<file path="src/rtl/pcm_fifo_pkg.sv">
package pcm_fifo_pkg;

  // True when a whole word of wb bytes still fits at the given fill level.
  function automatic logic word_fits(input int level, input int depth, input int wb);
    return (level + wb) <= depth;
  endfunction

  // True when a level move goes from above the mark to at or below it.
  function automatic logic falls_to_mark(input int lvl_now, input int lvl_nxt, input int mark);
    return (lvl_now > mark) && (lvl_nxt <= mark);
  endfunction

endpackage

</file>
<file path="src/rtl/pcm_byte_ring.sv">
module pcm_byte_ring #(
  parameter int DEPTH      = 16,
  parameter int WORD_BYTES = 4,
  localparam int PW        = $clog2(DEPTH),
  localparam int LW        = $clog2(DEPTH + 1)
) (
  input  logic                    clk,
  input  logic                    rst_n,
  input  logic                    clear,
  input  logic                    push,
  input  logic [8*WORD_BYTES-1:0] push_word,
  input  logic                    pop,
  output logic [7:0]              head_byte,
  output logic [LW-1:0]           level,
  output logic [LW-1:0]           level_nxt
);

  logic [7:0]    mem [DEPTH];
  logic [PW-1:0] wr_ptr, rd_ptr;

  assign head_byte = mem[rd_ptr];

  always_comb begin
    if (clear) level_nxt = '0;
    else       level_nxt = level + (push ? LW'(WORD_BYTES) : '0) - (pop ? LW'(1) : '0);
  end

  always_ff @(posedge clk or negedge rst_n) begin
    if (!rst_n) begin
      wr_ptr <= '0;
      rd_ptr <= '0;
      level  <= '0;
    end else if (clear) begin
      wr_ptr <= '0;
      rd_ptr <= '0;
      level  <= '0;
    end else begin
      if (push) wr_ptr <= wr_ptr + PW'(WORD_BYTES);
      if (pop)  rd_ptr <= rd_ptr + PW'(1);
      level <= level_nxt;
    end
  end

  // Lowest byte lands at wr_ptr, so it is also the first byte read out.
  always_ff @(posedge clk) begin
    if (push && !clear) begin
      for (int i = 0; i < WORD_BYTES; i++)
        mem[wr_ptr + PW'(i)] <= push_word[8*i +: 8];
    end
  end

  p_level_bound_r3: assert property (@(posedge clk) disable iff (!rst_n)
    level <= LW'(DEPTH));

  p_pop_step_r3: assert property (@(posedge clk) disable iff (!rst_n)
    (pop && !push && !clear) |=> (level == $past(level) - LW'(1)));

endmodule

</file>
<file path="src/rtl/pcm_refill_req.sv">
module pcm_refill_req #(
  parameter int DEPTH = 16,
  parameter int MARK  = 8,
  localparam int LW   = $clog2(DEPTH + 1)
) (
  input  logic          clk,
  input  logic          rst_n,
  input  logic          clear,
  input  logic [LW-1:0] level_now,
  input  logic [LW-1:0] level_nxt,
  output logic          req
);

  import pcm_fifo_pkg::*;

  always_ff @(posedge clk or negedge rst_n) begin
    if (!rst_n) req <= 1'b0;
    else        req <= !clear && falls_to_mark(int'(level_now), int'(level_nxt), MARK);
  end

  p_req_single_r7: assert property (@(posedge clk) disable iff (!rst_n)
    req |=> !req);

endmodule

</file>
<file path="src/rtl/pcm_stream_fifo.sv">
module pcm_stream_fifo #(
  parameter int DEPTH      = 16,
  parameter int WORD_BYTES = 4,
  parameter int REQ_MARK   = 8,
  localparam int WW        = 8 * WORD_BYTES,
  localparam int LW        = $clog2(DEPTH + 1)
) (
  input  logic              clk,
  input  logic              rst_n,
  input  logic              wr_en,
  input  logic [WW-1:0]     wr_data,
  input  logic              flush,
  input  logic              tick,
  output logic signed [7:0] sample_out,
  output logic              dma_req,
  output logic              underflow,
  output logic              overflow
);

  import pcm_fifo_pkg::*;

  // Named internal events, brought out for the assertions
  logic          room;
  logic          accept_w;
  logic          drop_w;
  logic          pop_w;
  logic          starve_w;
  logic [7:0]    head_byte;
  logic [LW-1:0] level, level_nxt;

  assign room     = word_fits(int'(level), DEPTH, WORD_BYTES);
  assign accept_w = wr_en && !flush && room;
  assign drop_w   = wr_en && !flush && !room;
  assign pop_w    = tick && !flush && (level != '0);
  assign starve_w = tick && !flush && (level == '0);

  pcm_byte_ring #(.DEPTH(DEPTH), .WORD_BYTES(WORD_BYTES)) u_ring (
    .clk       (clk),
    .rst_n     (rst_n),
    .clear     (flush),
    .push      (accept_w),
    .push_word (wr_data),
    .pop       (pop_w),
    .head_byte (head_byte),
    .level     (level),
    .level_nxt (level_nxt)
  );

  pcm_refill_req #(.DEPTH(DEPTH), .MARK(REQ_MARK)) u_req (
    .clk       (clk),
    .rst_n     (rst_n),
    .clear     (flush),
    .level_now (level),
    .level_nxt (level_nxt),
    .req       (dma_req)
  );

  always_ff @(posedge clk or negedge rst_n) begin
    if (!rst_n) begin
      sample_out <= '0;
      underflow  <= 1'b0;
      overflow   <= 1'b0;
    end else begin
      underflow <= starve_w;
      overflow  <= drop_w;
      if (flush)      sample_out <= '0;
      else if (pop_w) sample_out <= $signed(head_byte);
    end
  end

  p_hold_r5: assert property (@(posedge clk) disable iff (!rst_n)
    (!tick && !flush) |=> $stable(sample_out));

  p_starve_hold_r6: assert property (@(posedge clk) disable iff (!rst_n)
    starve_w |=> (underflow && $stable(sample_out)));

  p_no_overflow_r4: assert property (@(posedge clk) disable iff (!rst_n)
    drop_w |=> (overflow && level == $past(level) - ($past(pop_w) ? LW'(1) : LW'(0))));

  p_flush_clear_r8: assert property (@(posedge clk) disable iff (!rst_n)
    flush |=> (sample_out == 0 && level == '0 && !underflow && !overflow && !dma_req));

  p_space_first_r9: assert property (@(posedge clk) disable iff (!rst_n)
    (wr_en && !flush && level <= LW'(DEPTH - WORD_BYTES)) |=> !overflow);

endmodule

</file>
<file path="config.mk">
export PLATFORM = sky130hd
export DESIGN_NAME = pcm_stream_fifo
export DESIGN_NICKNAME = d
export VERILOG_FILES = /design/src/rtl/pcm_fifo_pkg.sv /design/src/rtl/pcm_byte_ring.sv /design/src/rtl/pcm_refill_req.sv /design/src/rtl/pcm_stream_fifo.sv
export SDC_FILE = /design/constraint.sdc
export NUM_CORES = 1
export LEC_CHECK = 0
export BUFFER_PORTS_ARGS = -buffer_cell sky130_fd_sc_hd__buf_2
export CAP_MARGIN = 20
export CORE_MARGIN = 2
export CORE_UTILIZATION = 30
export CTS_CLUSTER_SIZE = 30
export DETAILED_ROUTE_END_ITERATION = 12
export PLACE_DENSITY_LB_ADDON = 0.1
export SETUP_SLACK_MARGIN = 0.5
export SLEW_MARGIN = 5
export SYNTH_ARGS = -nofsm -noshare
export SYNTH_HDL_FRONTEND = slang
export SYNTH_SLANG_ARGS = --single-unit
</file>
<file path="constraint.sdc">
create_clock -name clk -period 5.7 [get_ports clk]
set_input_delay 0.57 -clock clk [delete_from_list [all_inputs] [get_ports clk]]
set_output_delay 0.57 -clock clk [all_outputs]
set_load 0.05 [all_outputs]
</file>
-- After elaboration in Yosys (flattened, before gate mapping)
Memory sizes are Yosys's and may differ from the RTL's.
Cells that the tools add are included.
- flip-flop bits (word level): 24
- bits in writable memories: 128
- input bits: 37
- output and inout port bits: 11
- logic and storage cells: 46
- memories: 1
- add/sub/neg operators: 8
- $lt $le $gt $ge: 3
- muxes and demuxes: 12
- reductions and logical operators: 15
- memories (memory ; words ; width ; rd ports ; clocked after Yosys merged registers in ; write ports ; RTL line ; source):
    u_ring.mem ; 16 ; 8 ; 1 ; 0 ; 4 ; pcm_byte_ring.sv:18 ; logic [7:0] mem [DEPTH];
- operator list (operator ; count):
    $mux W4 ; 4
    $mux W8 ; 2
    $mux W5 ; 2
    $logic_and A1 B1 Y1 ; 9
    $add A4 B1 Y4 const B ; 2
    $add A4 B2 Y4 const B ; 2
    $add A5 B3 Y6 const B ; 1
    $le A6 B5 Y1 const B ; 1
    $add A5 B5 Y5 ; 1
    $gt A5 B4 Y1 const B ; 1
    $le A5 B4 Y1 const B ; 1
    $logic_not A5 Y1 ; 1
    $reduce_bool A5 Y1 ; 1
    $sub A5 B5 Y5 ; 1
    $add A4 B3 Y4 const B ; 1
    $reduce_bool A2 Y1 ; 2
    $mux W1 ; 3
    $mux W3 ; 1
    $logic_not A1 Y1 ; 2

-- Longest topological paths before layout
Gate-level depths: netlist of run 1.
- depth in word-level cells: 10
- mapped depth: 12
- gate-level depth less buffers: 12

-- Cells and area by module
A second synthesis of run 1 with hierarchy kept.
- cell total of the unflattened synthesis: 587
- area total of the unflattened synthesis: 7189.4 um^2
- by module, submodules not included (module ; instances ; cells an instance ; area an instance (um^2) ; sequential area each (um^2)):
    pcm_byte_ring ; 1 ; 518 ; 6497.5 ; 4119.0
    pcm_stream_fifo ; 1 ; 64 ; 631.9 ; 250.2
    pcm_refill_req ; 1 ; 5 ; 60.1 ; 25.0

-- Least setup slack after synthesis of run 1
OpenSTA, ideal clock, no wires.
- path type: reg2reg
- from: register u_ring.level[4]
- to: register u_req.req
- setup time: 0.088 ns
- arrival time: 2.611 ns
- required time: 5.612 ns
- setup slack: 3.001 ns
- stages on the path, launching flop included: 12
- buffers on the path: 0
- period minus slack after synthesis: 2.699 ns
- cells stage by stage: dfrtp_1 or4_1 o21ai_1 inv_1 ha_1 inv_1 ha_1 inv_1 fa_1 nor2_1 o31a_1 nor3b_1
- cells in the longest elaborated chain, start to end: 10
- elaborated cells between the ends (all ways): 14
- those cells by class: 3 x add/sub; 3 x order compare; 3 x mux; 5 x reduce/logical
- RTL lines (what ; RTL line ; source):
    from (decl) ; pcm_byte_ring.sv:14 ; output logic [LW-1:0] level,
    from (signal assigned) ; pcm_byte_ring.sv:40 ; level <= level_nxt;
    $add A5 B3 Y6 ; pcm_fifo_pkg.sv:5 ; return (level + wb) <= depth;
    $le A6 B5 Y1 ; pcm_fifo_pkg.sv:5 ;
    $logic_and A1 B1 Y1 ; pcm_stream_fifo.sv:32 ; assign accept_w = wr_en && !flush && room;
    $mux W3 ; pcm_byte_ring.sv:25 ; else level_nxt = level + (push ? LW'(WORD_BYTES) : '0) - (pop ? LW'(1) : '0);
    $add A5 B5 Y5 ; pcm_byte_ring.sv:25 ;
    $sub A5 B5 Y5 ; pcm_byte_ring.sv:25 ;
    $mux W5 ; pcm_byte_ring.sv:24 ; if (clear) level_nxt = '0;
    $le A5 B4 Y1 ; pcm_fifo_pkg.sv:10 ; return (lvl_now > mark) && (lvl_nxt <= mark);
    $logic_and A1 B1 Y1 * ; pcm_fifo_pkg.sv:10 ;
    $logic_and A1 B1 Y1 * ; pcm_refill_req.sv:18 ; else req <= !clear && falls_to_mark(int'(level_now), int'(level_nxt), MARK);
    to (signal assigned) ; pcm_refill_req.sv:18 ;
    to (decl) ; pcm_refill_req.sv:11 ; output logic req
Every way passes the cells marked *; elsewhere a longest branch is shown, timed or not.
A chain may end at the register's enable or synchronous reset.

-- Worst setup path after layout of run 1
- from: register u_ring.level[2]
- to: register u_req.req
The elaborated chain is that of the path after synthesis.

==> results.md, run 1 <==
* Status: completed
* Clock buffer depth at 2
* Detail-routed via count per cell at between 4 and 5
* Combinational group share of total power at ~22%
* Combined flip-flop and latch cell area at approximately 4400 um^2
* Wire length of the first global-routing pass at between 20000 and 25000 um
* IO buf count at between 40 and 50
* Drt drc at 0
* Final setup skew at between 0.008 and 0.009 ns
* TritonCTS clock tree: built
* Switching share of power at about 30%
* Worst slack on hold paths at approximately 0.12 ns
* Number of enable-type register cells in the synthesized netlist at approximately 130
* Std-Cell Rows at 57
* Remaining Overflow, GRT at 0
* Total Neg Setup Slack at 0 ns
* I/O pin count at 48
* Antenna diodes at 0
* Number of global-route vias before repair at 4012
* Initial DRC Count at 213
* Number of CTS-inserted buffers at 17
* CORE AREA at about 24000 um^2
* Lkg Pwr at around 0.0029 uW
* Clk Tree Root Cell: clkbuf_16
* Nature of the critical path startpoint: flip-flop
* Number of maximum-capacitance constraint violations at 0
* Top post-synthesis cells by area: edfxtp_1, mux2_2, mux4_2
* Number of cells traversed by the worst register-to-register path at 11
* Portion of synthesized cell area occupied by the leading cell type at 52.4%
* Kind of critical path: flip-flop to flip-flop
* Signed area change from the synthesized netlist to the final layout at 15.4%
* Share of the cycle needed by the critical path after routing at 67.5%
* Synthesized flop and latch total at 150
* Number of detailed-route iterations in the first pass at 4
* Switching power at 983 uW
* Max VDD drop at 136 uV
* Clk pwr share at a little over a third
* Worst hold path type: primary input to asynchronous set/reset pin
* Filler cells at around 2400
* Antenna violations before repair at 0
* TritonCTS Sinks at 150
* Distinct cell type count after synthesis at 32
* Combined area of the multi-input logic cells at 2700 um^2
* Total number of nets in the final design at about 520
* Pwr Density at about 380 nW/um^2
* Sequential share of the synthesized area at 59.9%
* Peak clock frequency supported by timing at 260 MHz
* Floorplan die height at 160 um
* Critical R2R Launch: u_ring.level[2]$_DFF_PN0_
* Count of warnings emitted by yosys at 0
* Number of nets in the synthesized netlist at 493
* Fraction of final layout cells with drive strength greater than 1 at roughly 47%
* Most common flop cell mapped by yosys: edfxtp_1
* Worst Path Arrival at 4.17 ns
* Max-slew violation count at 0
* Clock Pin Slew Worst Setup and Hold Paths at around 0.060 ns
* Sum of net half-perimeters after detailed placement at just over 9000 um
* Max_slew headroom at between 30% and 40%
* Post-synthesis instance total at about 440
* Effective utilization at floorplan at a little under a third
* Final hold violation count at 0
* Via count of the routed design at 3769
* Maximum number of pins on one net before global-route repair at between 50 and 60
* Least-Margin Pin Slew at approximately 1.0 ns
* Detail-routed net length per standard cell at 18.4 um
* Internal Dissipation at between 2000 and 2500 uW
* Final setup violating endpoints at 0
* GRT Resource Usage Total at around 12%
* Power share of the sequential group at 42.9%
* Share of async-settable or async-resettable flops after synthesis at 14.7%
* Die Span X at about 160 um
* Maximum fanout along the worst path at 12
* Final weighted congestion in routability-driven placement at 0.727
* Number of nets with antenna violations after detailed routing at 0
* H-tree depth at 4
* Critical path capture point type: flip-flop
* Endpoint of the worst register-to-register path: u_req.req$_DFF_PN0_
* Post-CTS setup repair buffer count at 0
* Cell area after synthesis at approximately 7300 um^2
* Clock period minus final worst setup slack at 3.85 ns
* Clock latency of the later-clocked register in the worst-skew pair at about 0.42 ns
* Count of instances resized after the clock tree is built at 0
* Post-synthesis area per instance at between 15 and 20 um^2
* Area leader, netlist: edfxtp_1
* Post-CTS Hold Buffers at 0
* Minimum setup slack among reg-to-reg paths at approximately 1.9 ns
* Final Routed Wirelength at between 10000 and 15000 um
* WP data required at between 6 and 7 ns
* Unrepaired setup endpoints after global routing: no
* Overall die area at between 20000 and 30000 um^2
==> kinds of logic after synthesis <==
| group | after synthesis | synth area share, % |
|---|---|---|
| AND/OR/NAND/NOR | 37 | 2.71 |
| AO/OA/AOI/OAI | 28 | 3.31 |
| flip-flops | 150 | 59.9 |
| adder cells (fa/ha/maj) | 14 | 2.49 |
| buffers and inverters | 62 | 3.94 |
| XOR/XNOR | 5 | 0.597 |
| multiplexers | 146 | 27.1 |
==> registers in the layout (all words and copies together) (netlist names) <==
register and flops:
u_ring.mem 128, sample_out 8, u_ring.level 5, u_ring.rd_ptr 4
u_ring.wr_ptr 2, overflow 1, u_req.req 1, underflow 1
==> final cells by class <==
type	count	area share, %
well taps	324	4.79
repair buffers	58	3.75
multi-input cells	230	31.8
clock buffers	18	5.07
clock inverters	14	1.95
inverters	16	0.709
flip-flops and latches	150	51.9
==> worst max-delay path by stage <==
stage | start | to
3_5_place_dp | u_ring.level[2]$_DFF_PN0_ | u_req.req$_DFF_PN0_
5_1_grt | u_ring.level[2]$_DFF_PN0_ | u_req.req$_DFF_PN0_
3_3_place_gp | u_ring.level[2]$_DFF_PN0_ | u_req.req$_DFF_PN0_
4_1_cts | u_ring.level[2]$_DFF_PN0_ | u_req.req$_DFF_PN0_
2_1_floorplan | u_ring.level[4]$_DFF_PN0_ | u_req.req$_DFF_PN0_
6_report | u_ring.level[2]$_DFF_PN0_ | u_req.req$_DFF_PN0_
==> synthesized netlist by cell type (4+ instances only) <==
master / count
clkbuf_1: 35
dfrtp_1: 22
buf_6: 7
mux2_2: 98
o221ai_1: 8
nand2_1: 6
xor2_1: 4
a211oi_2: 5
mux4_2: 32
edfxtp_1: 128
nand3b_1: 9
ha_1: 13
inv_1: 16
mux2i_1: 16
nor2_1: 13
==> cell usage in the layout, fill, tap and decap left out, drive strengths merged, types with 4 or more instances in the layout <==
cell type and n:
edfxtp 128, mux2i 16, o21ai 4, inv 24, xor2 4, nand2 6, buf 58, ha 13
a211oi 8, nor2 13, mux2 98, nand3b 9, o221ai 8, clkbuf 18, mux4 32, dfrtp 22
==> metal layers <==
metal  part of all wire [%]  GRT usage, %  vias up
li1                       -             -     1779
met5                      0             0        -
met1                     48          17.1     1930
met4                    1.4          4.55        0
met3                    2.1          2.63       15
met2                     49          19.7       45
==> per-stage QoR <==
stage | std cells | utilization [%] | power [uW] | cell area, um^2 | setup WS (ns)
floorplan | 442 | - | 1950 | 7340 | 3.00
global placement | 778 | 32.6 | 2150 | 7870 | 2.00
detailed placement | 778 | 32.6 | 2170 | 7870 | 1.88
CTS | 810 | 35.0 | 3320 | 8470 | 1.85
global route | 810 | 35.0 | 3430 | 8470 | 1.61
finish | 810 | 35.0 | 3260 | 8470 | 1.85
==> power groups by stage <==
| stage | Sequential, uW | Combinational [uW] | Clock [uW] |
|---|---|---|---|
| 3_5_place_dp | 1430 | 738 | 0 |
| 4_1_cts | 1400 | 742 | 1170 |
| 3_3_place_gp | 1420 | 727 | 0 |
| 6_report | 1400 | 726 | 1130 |
| 2_1_floorplan | 1440 | 502 | 0 |
| 5_1_grt | 1420 | 800 | 1210 |
==> critical path: stages, from the launching register on <==
cell and delay (ns):
dfrtp_1 0.63, or4_1 0.73, o21ai_1 0.65, inv_1 0.18, ha_1 0.23, inv_1 0.05, ha_1 0.16, inv_1 0.06
fa_1 0.48, nor2_1 0.06, o31a_1 0.31, nor3b_1 0.23
Note: power is estimated with default switching activity, not from simulation.
==> inputs of run 2 (changes only) <==
==> constraint.sdc (replaced) <==
create_clock -name clk -period 3.6 [get_ports clk]
set_input_delay 0.36 -clock clk [delete_from_list [all_inputs] [get_ports clk]]
set_output_delay 0.36 -clock clk [all_outputs]
set_load 0.05 [all_outputs]
==> run 2 against run 1 <==
Compared with the run above:
- clock power increased by 59%
- final area rose by 1.3%
- setup slack got worse by 1.1 ns
- largest power group unchanged
==> results.md, run 2 (synthesis results as in run 1) <==
* Remaining Overflow, GRT at 0
* Switching share of power at between 30% and 40%
* Final weighted congestion in routability-driven placement at about 0.76
* Effective utilization at floorplan at ~30%
* Pre-CTS WS at slightly below 0.7 ns
* Sum of net half-perimeters after detailed placement at 9080 um
* Max_slew headroom at 51.7%
* Combinational group share of total power at 23.6%
* Wire length of the first global-routing pass at roughly 24000 um
* Initial DRC Count at approximately 220
* Status: completed
* Pwr Density at between 600 and 700 nW/um^2
* Worst Path Arrival at roughly 3.2 ns
* Final setup violating endpoints at 0
* Final setup skew at about 0.011 ns
* Detail-routed net length per standard cell at 18.2 um
* Number of nets with antenna violations after detailed routing at 0
* Lkg Pwr at about 0.0029 uW
* GRT Resource Usage Total at between 10% and 20%
* Power share of the sequential group at a little over two fifths
* Most flop-heavy register: u_ring.mem
* Number of CTS-inserted buffers at 17
* Via count of the routed design at roughly 3800
* Switching power at around 1600 uW
* Antenna violations before repair at 0
* WP data required at around 3.9 ns
* Maximum fanout along the worst path at 6
* Clk pwr share at ~35%
* Overall die area at roughly 26000 um^2
* Clock Pin Slew Worst Setup and Hold Paths at around 0.07 ns
* CORE AREA at about 24000 um^2
* Unrepaired setup endpoints after global routing: no
* Kind of critical path: flip-flop to flip-flop
* Final Routed Wirelength at approximately 15000 um
* Number of flip-flops in the largest register at approximately 130
* IO buf count at 47
* Clock buffer depth at 2
* Clock period minus final worst setup slack at 2.86 ns
* Hold Crit Depth at 3
* Registers with the most flip-flops: u_ring.mem (128), sample_out (8), u_ring.level (5)
* Antenna diodes at 0
* Fraction of final layout cells with drive strength greater than 1 at 47.3%
* Most frequent cells in the layout: edfxtp_1, mux2_2, buf_2
* Internal Dissipation at 3600 uW
* Floorplan die height at between 150 and 200 um
* Signed area change from the synthesized netlist to the final layout at 16.9%
* Number of global-route vias before repair at ~4000
* Share of the cycle needed by the critical path after routing at 79.5%
* Total Neg Setup Slack at 0 ns
* Number of cells traversed by the worst register-to-register path at 11
* Max-slew violation count at 0
* Maximum number of pins on one net before global-route repair at 57
* Clock latency of the later-clocked register in the worst-skew pair at 0.42 ns
* I/O pin count at 48
* Critical path capture point type: flip-flop
* TritonCTS Sinks at 150
* Worst hold path type: primary input to flip-flop
* Number of maximum-capacitance constraint violations at 0
* Least-Margin Pin Slew at between 0.7 and 0.8 ns
* Most frequent standard cell in the layout excluding fill and tap cells: edfxtp_1
* H-tree depth at 4
* Detail-routed via count per cell at between 4 and 5
* Final setup slack of the worst path at approximately 0.74 ns
* Max VDD drop at around 250 uV
* Clk Tree Root Cell: clkbuf_16
* Nature of the critical path startpoint: flip-flop
* Filler cells at roughly 2300
* Peak clock frequency supported by timing at 349 MHz
* Final hold violation count at 0
* TritonCTS clock tree: built
* Post-CTS setup repair buffer count at 0
* Number of detailed-route iterations in the first pass at 4
* Drt drc at 0
* Die Span X at ~160 um
* Total number of nets in the final design at about 530
* Std-Cell Rows at between 50 and 60
[run 2: cell count changes in the layout (fill, tap and decap cells not counted), sizes merged]
| cell | change |
|---|---|
| clkbuf | -1 |
| dlygate4sd3 | +1 |
| buf | +3 |
| clkinvlp | -2 |
| clkinv | +2 |
| inv | +2 |
| bufinv | -1 |
[run 2: path summary, 6_finish.rpt]
kind / from / endpoint / slack, ns
worst min-delay path: wr_en / overflow$_DFF_PN0_ / 0.22
min in group asynchronous: rst_n / overflow$_DFF_PN0_ / 0.45
max in group asynchronous: rst_n / u_ring.rd_ptr[1]$_DFFE_PN0P_ / 2.75
worst min register to register: sample_out[2]$_DFFE_PN0P_ / sample_out[2]$_DFFE_PN0P_ / 0.57
worst max-delay path: u_ring.level[4]$_DFF_PN0_ / u_req.req$_DFF_PN0_ / 0.74
worst max register to register: u_ring.level[4]$_DFF_PN0_ / u_req.req$_DFF_PN0_ / 0.74
[run 2: critical path, stage by stage (launching register included)]
cell,delay [ns]
dfrtp_1,0.44
or4_4,0.58
o21ai_1,0.18
inv_1,0.09
ha_1,0.18
inv_1,0.05
ha_1,0.16
inv_1,0.06
fa_1,0.48
nor2_1,0.05
o31a_1,0.31
nor3b_1,0.20
[run 2: repair_timing]
action                                  CTS  global route
hold buffers                              1             0
endpoints found under the setup margin    0             1
resized for setup                         0             1
endpoints found under the hold margin    22             0
[run 2: power groups by stage]
stage                     Clock (uW)  Sequential (uW)  Combinational (uW)
after floorplan                    0             2290                 795
after global placement             0             2210                1240
after detailed placement           0             2210                1250
after CTS                       1850             2170                1260
after global routing            1920             2190                1350
final                           1800             2170                1230
[run 2: stage by stage]
| step | power, uW | cell area, um^2 | hold slack, ns | util (%) | instances |
|---|---|---|---|---|---|
| global placement | 3440 | 7960 | 0.374 | 32.9 | 781 |
| finish | 5200 | 8580 | 0.215 | 35.5 | 814 |
| detailed placement | 3460 | 7960 | 0.386 | 32.9 | 781 |
| floorplan | 3080 | 7340 | 0.0644 | - | 442 |
| CTS | 5280 | 8570 | 0.197 | 35.5 | 814 |
| global route | 5460 | 8580 | 0.207 | 35.5 | 814 |
[run 2: final cells by class]
cell class	instances	area, um^2	area share, %
tap	324	405	4.73
clock inverter	15	178	2.07
timing repair buffer	62	413	4.81
clock buffer	17	425	4.96
inverter	16	60.1	0.700
multi-input combinational	230	2700	31.5
sequential	150	4400	51.3
[run 2: metal layers]
| layer | share of wire (%) | routed length [um] | vias to the layer above | global-route usage [%] |
|---|---|---|---|---|
| met3 | 3.4 | 508 | 9 | 2.97 |
| met5 | 0 | 0 | - | 0 |
| met2 | 50 | 7340 | 64 | 20.2 |
| li1 | - | - | 1781 | - |
| met1 | 46 | 6800 | 1911 | 16.3 |
| met4 | 1.0 | 154 | 0 | 3.56 |
==> inputs of run 3 (changes only) <==
==> constraint.sdc (replaced) <==
create_clock -name clk -period 2.84 [get_ports clk]
set_input_delay 0.284 -clock clk [delete_from_list [all_inputs] [get_ports clk]]
set_output_delay 0.284 -clock clk [all_outputs]
set_load 0.05 [all_outputs]
==> run 3 against run 2 <==
Compared with the run above:
- first-iteration DRC count decreased by 18%
- combinational power increased by 38%
- critical path depth stayed put
- non-clock buffer count increased by 17
- die area stayed put
- via count increased by 3.1%
- final cell count up 2.1%
- fmax rose by 11%
- setup slack worse by 0.47 ns
- wire length increased by 10%
- core utilization is 0.95 points higher
- critical path type unchanged
==> results.md, run 3 (synthesis results as in run 1) <==
* Kind of critical path: flip-flop to flip-flop
* Max-slew violation count at 0
* Clock Pin Slew Worst Setup and Hold Paths at 0.07 ns
* Detail-routed net length per standard cell at between 15 and 20 um
* TritonCTS clock tree: built
* Total Neg Setup Slack at 0 ns
* Nature of the critical path startpoint: flip-flop
* Worst Path Arrival at around 2.9 ns
* Number of CTS-inserted buffers at 17
* Sum of net half-perimeters after detailed placement at around 9500 um
* Number of flip-flops in the largest register at ~130
* Pwr Density at around 800 nW/um^2
* Number of global-route vias before repair at 4172
* Layer with the highest usage: met2
* Maximum fanout along the worst path at 3
* I/O pin count at 48
* Number of maximum-capacitance constraint violations at 0
* Final core occ at a little over a third
* Clock buffer depth at 2
* Most frequent standard cell in the layout excluding fill and tap cells: edfxtp_1
* WP data required at about 3.2 ns
* Remaining Overflow, GRT at 0
* Initial DRC Count at 180
* Overall die area at approximately 26000 um^2
* Antenna diodes at 0
* Max_slew headroom at slightly above 60%
* Global routing usage on met3 at 2.82%
* Least-Margin Pin Slew at roughly 0.59 ns
* Signed area change from the synthesized netlist to the final layout at 20.0%
* Number of detailed-route iterations in the first pass at 4
* Clk Tree Root Cell: clkbuf_16
* Max VDD drop at roughly 380 uV
* Floorplan die height at around 160 um
* Fraction of final layout cells with drive strength greater than 1 at approximately half
* Final Routed Wirelength at 16300 um
* Drt drc at 0
* Number of nets with antenna violations after detailed routing at 0
* Final weighted congestion in routability-driven placement at 0.713
* Total number of nets in the final design at roughly 550
* TritonCTS Sinks at 150
* Std-Cell Rows at 57
* Effective utilization at floorplan at 30.3%
* Critical path capture point type: flip-flop
* Met1 Track Usage GR at approximately 16%
* Lkg Pwr at 0.00302 uW
* CORE AREA at between 20000 and 25000 um^2
* Die Span X at 160 um
* Final setup violating endpoints at 0
* IO buf count at between 40 and 50
* Peak clock frequency supported by timing at 388 MHz
* H-tree depth at 4
* Most frequent cells in the layout: edfxtp_1, mux2_2, buf_2
* Final setup skew at roughly 0.014 ns
* Clock period minus final worst setup slack at roughly 2.6 ns
* Clock latency of the later-clocked register in the worst-skew pair at between 0.4 and 0.5 ns
* Most flop-heavy register: u_ring.mem
* Maximum number of pins on one net before global-route repair at 57
* Status: completed
* Worst hold path type: primary input to flip-flop
* Wire length of the first global-routing pass at between 20000 and 25000 um
* GRT Resource Usage Total at between 10% and 20%
* Share of the cycle needed by the critical path after routing at between 90% and 100%
* Registers with the most flip-flops: u_ring.mem (128), sample_out (8), u_ring.level (5)
* Via count of the routed design at ~3900
* Routing usage on met2 at between 20% and 30%
* Filler cells at roughly 2300
* Antenna violations before repair at 0
* Final hold violation count at 0
* Unrepaired setup endpoints after global routing: yes
* Detail-routed via count per cell at 4.67
[run 3: changes by cell type in the layout (fill, tap and decap cells not counted), sizes merged]
| cell | change |
|---|---|
| buf | +15 |
| inv | -7 |
| bufinv | +4 |
| clkbuf | +3 |
| clkinv | +1 |
| clkinvlp | +1 |
[run 3: worst paths after layout]
check / start / endpoint / slack (ns) / cells past startpoint
worst max-delay path: u_ring.level[0]$_DFF_PN0_ / u_req.req$_DFF_PN0_ / 0.26 / 11
worst min-delay path: wr_en / overflow$_DFF_PN0_ / 0.17 / 3
worst max register to register: u_ring.level[0]$_DFF_PN0_ / u_req.req$_DFF_PN0_ / 0.26 / 11
worst min register to register: sample_out[7]$_DFFE_PN0P_ / sample_out[7]$_DFFE_PN0P_ / 0.53 / 2
max in group asynchronous: rst_n / u_ring.rd_ptr[1]$_DFFE_PN0P_ / 2.04 / 2
min in group asynchronous: rst_n / u_req.req$_DFF_PN0_ / 0.39 / 2
[run 3: layout make-up]
cell class	count	area (um^2)	share of cell area (%)
repair buffers	79	566	6.42
inverters	16	60.1	0.682
multi-input cells	230	2730	30.9
clock buffers	18	429	4.87
well taps	324	405	4.60
clock inverters	14	223	2.53
flip-flops and latches	150	4400	49.9
[run 3: routing by layer]
| metal | share of wire (%) | wire [um] |
|---|---|---|
| met5 | 0 | 0 |
| met4 | 0.92 | 150 |
| met3 | 2.4 | 399 |
| met2 | 50 | 8130 |
| met1 | 47 | 7610 |
[run 3: report_power, final]
group	internal [uW]	switching [uW]
sequential	2630	132
combinational	756	945
clock	1570	940
total	4960	2020
[run 3: repair_timing]
action / CTS / global route
gates resized for setup: 4 / 5
buffers inserted: 6 / 4
setup endpoints to repair: 60 / 60
pin swaps: 3 / 4
hold endpoints to repair: 22 / 0
hold buffers: 1 / 0
cloned: 0 / 3
[run 3: critical path: stages (launching register included)]
cell     delay, ns
dfrtp_1       0.37
or4_4         0.57
o21ai_4       0.15
inv_2         0.06
ha_2          0.17
inv_2         0.04
ha_2          0.17
inv_2         0.04
fa_1          0.47
nor2_1        0.05
o31a_1        0.26
nor3b_2       0.15
[run 3: metrics by stage]
stage               hold slack [ns]  setup WS (ns)  instances  instance area, um^2  power, uW
floorplan                   -0.0116          0.300        442                 7350       3920
global placement              0.310          0.182        785                 8010       4400
detailed placement            0.315          0.149        785                 8010       4430
CTS                           0.153          0.261        824                 8720       7010
global route                  0.189          0.100        831                 8810       7310
finish                        0.167          0.264        831                 8810       6970
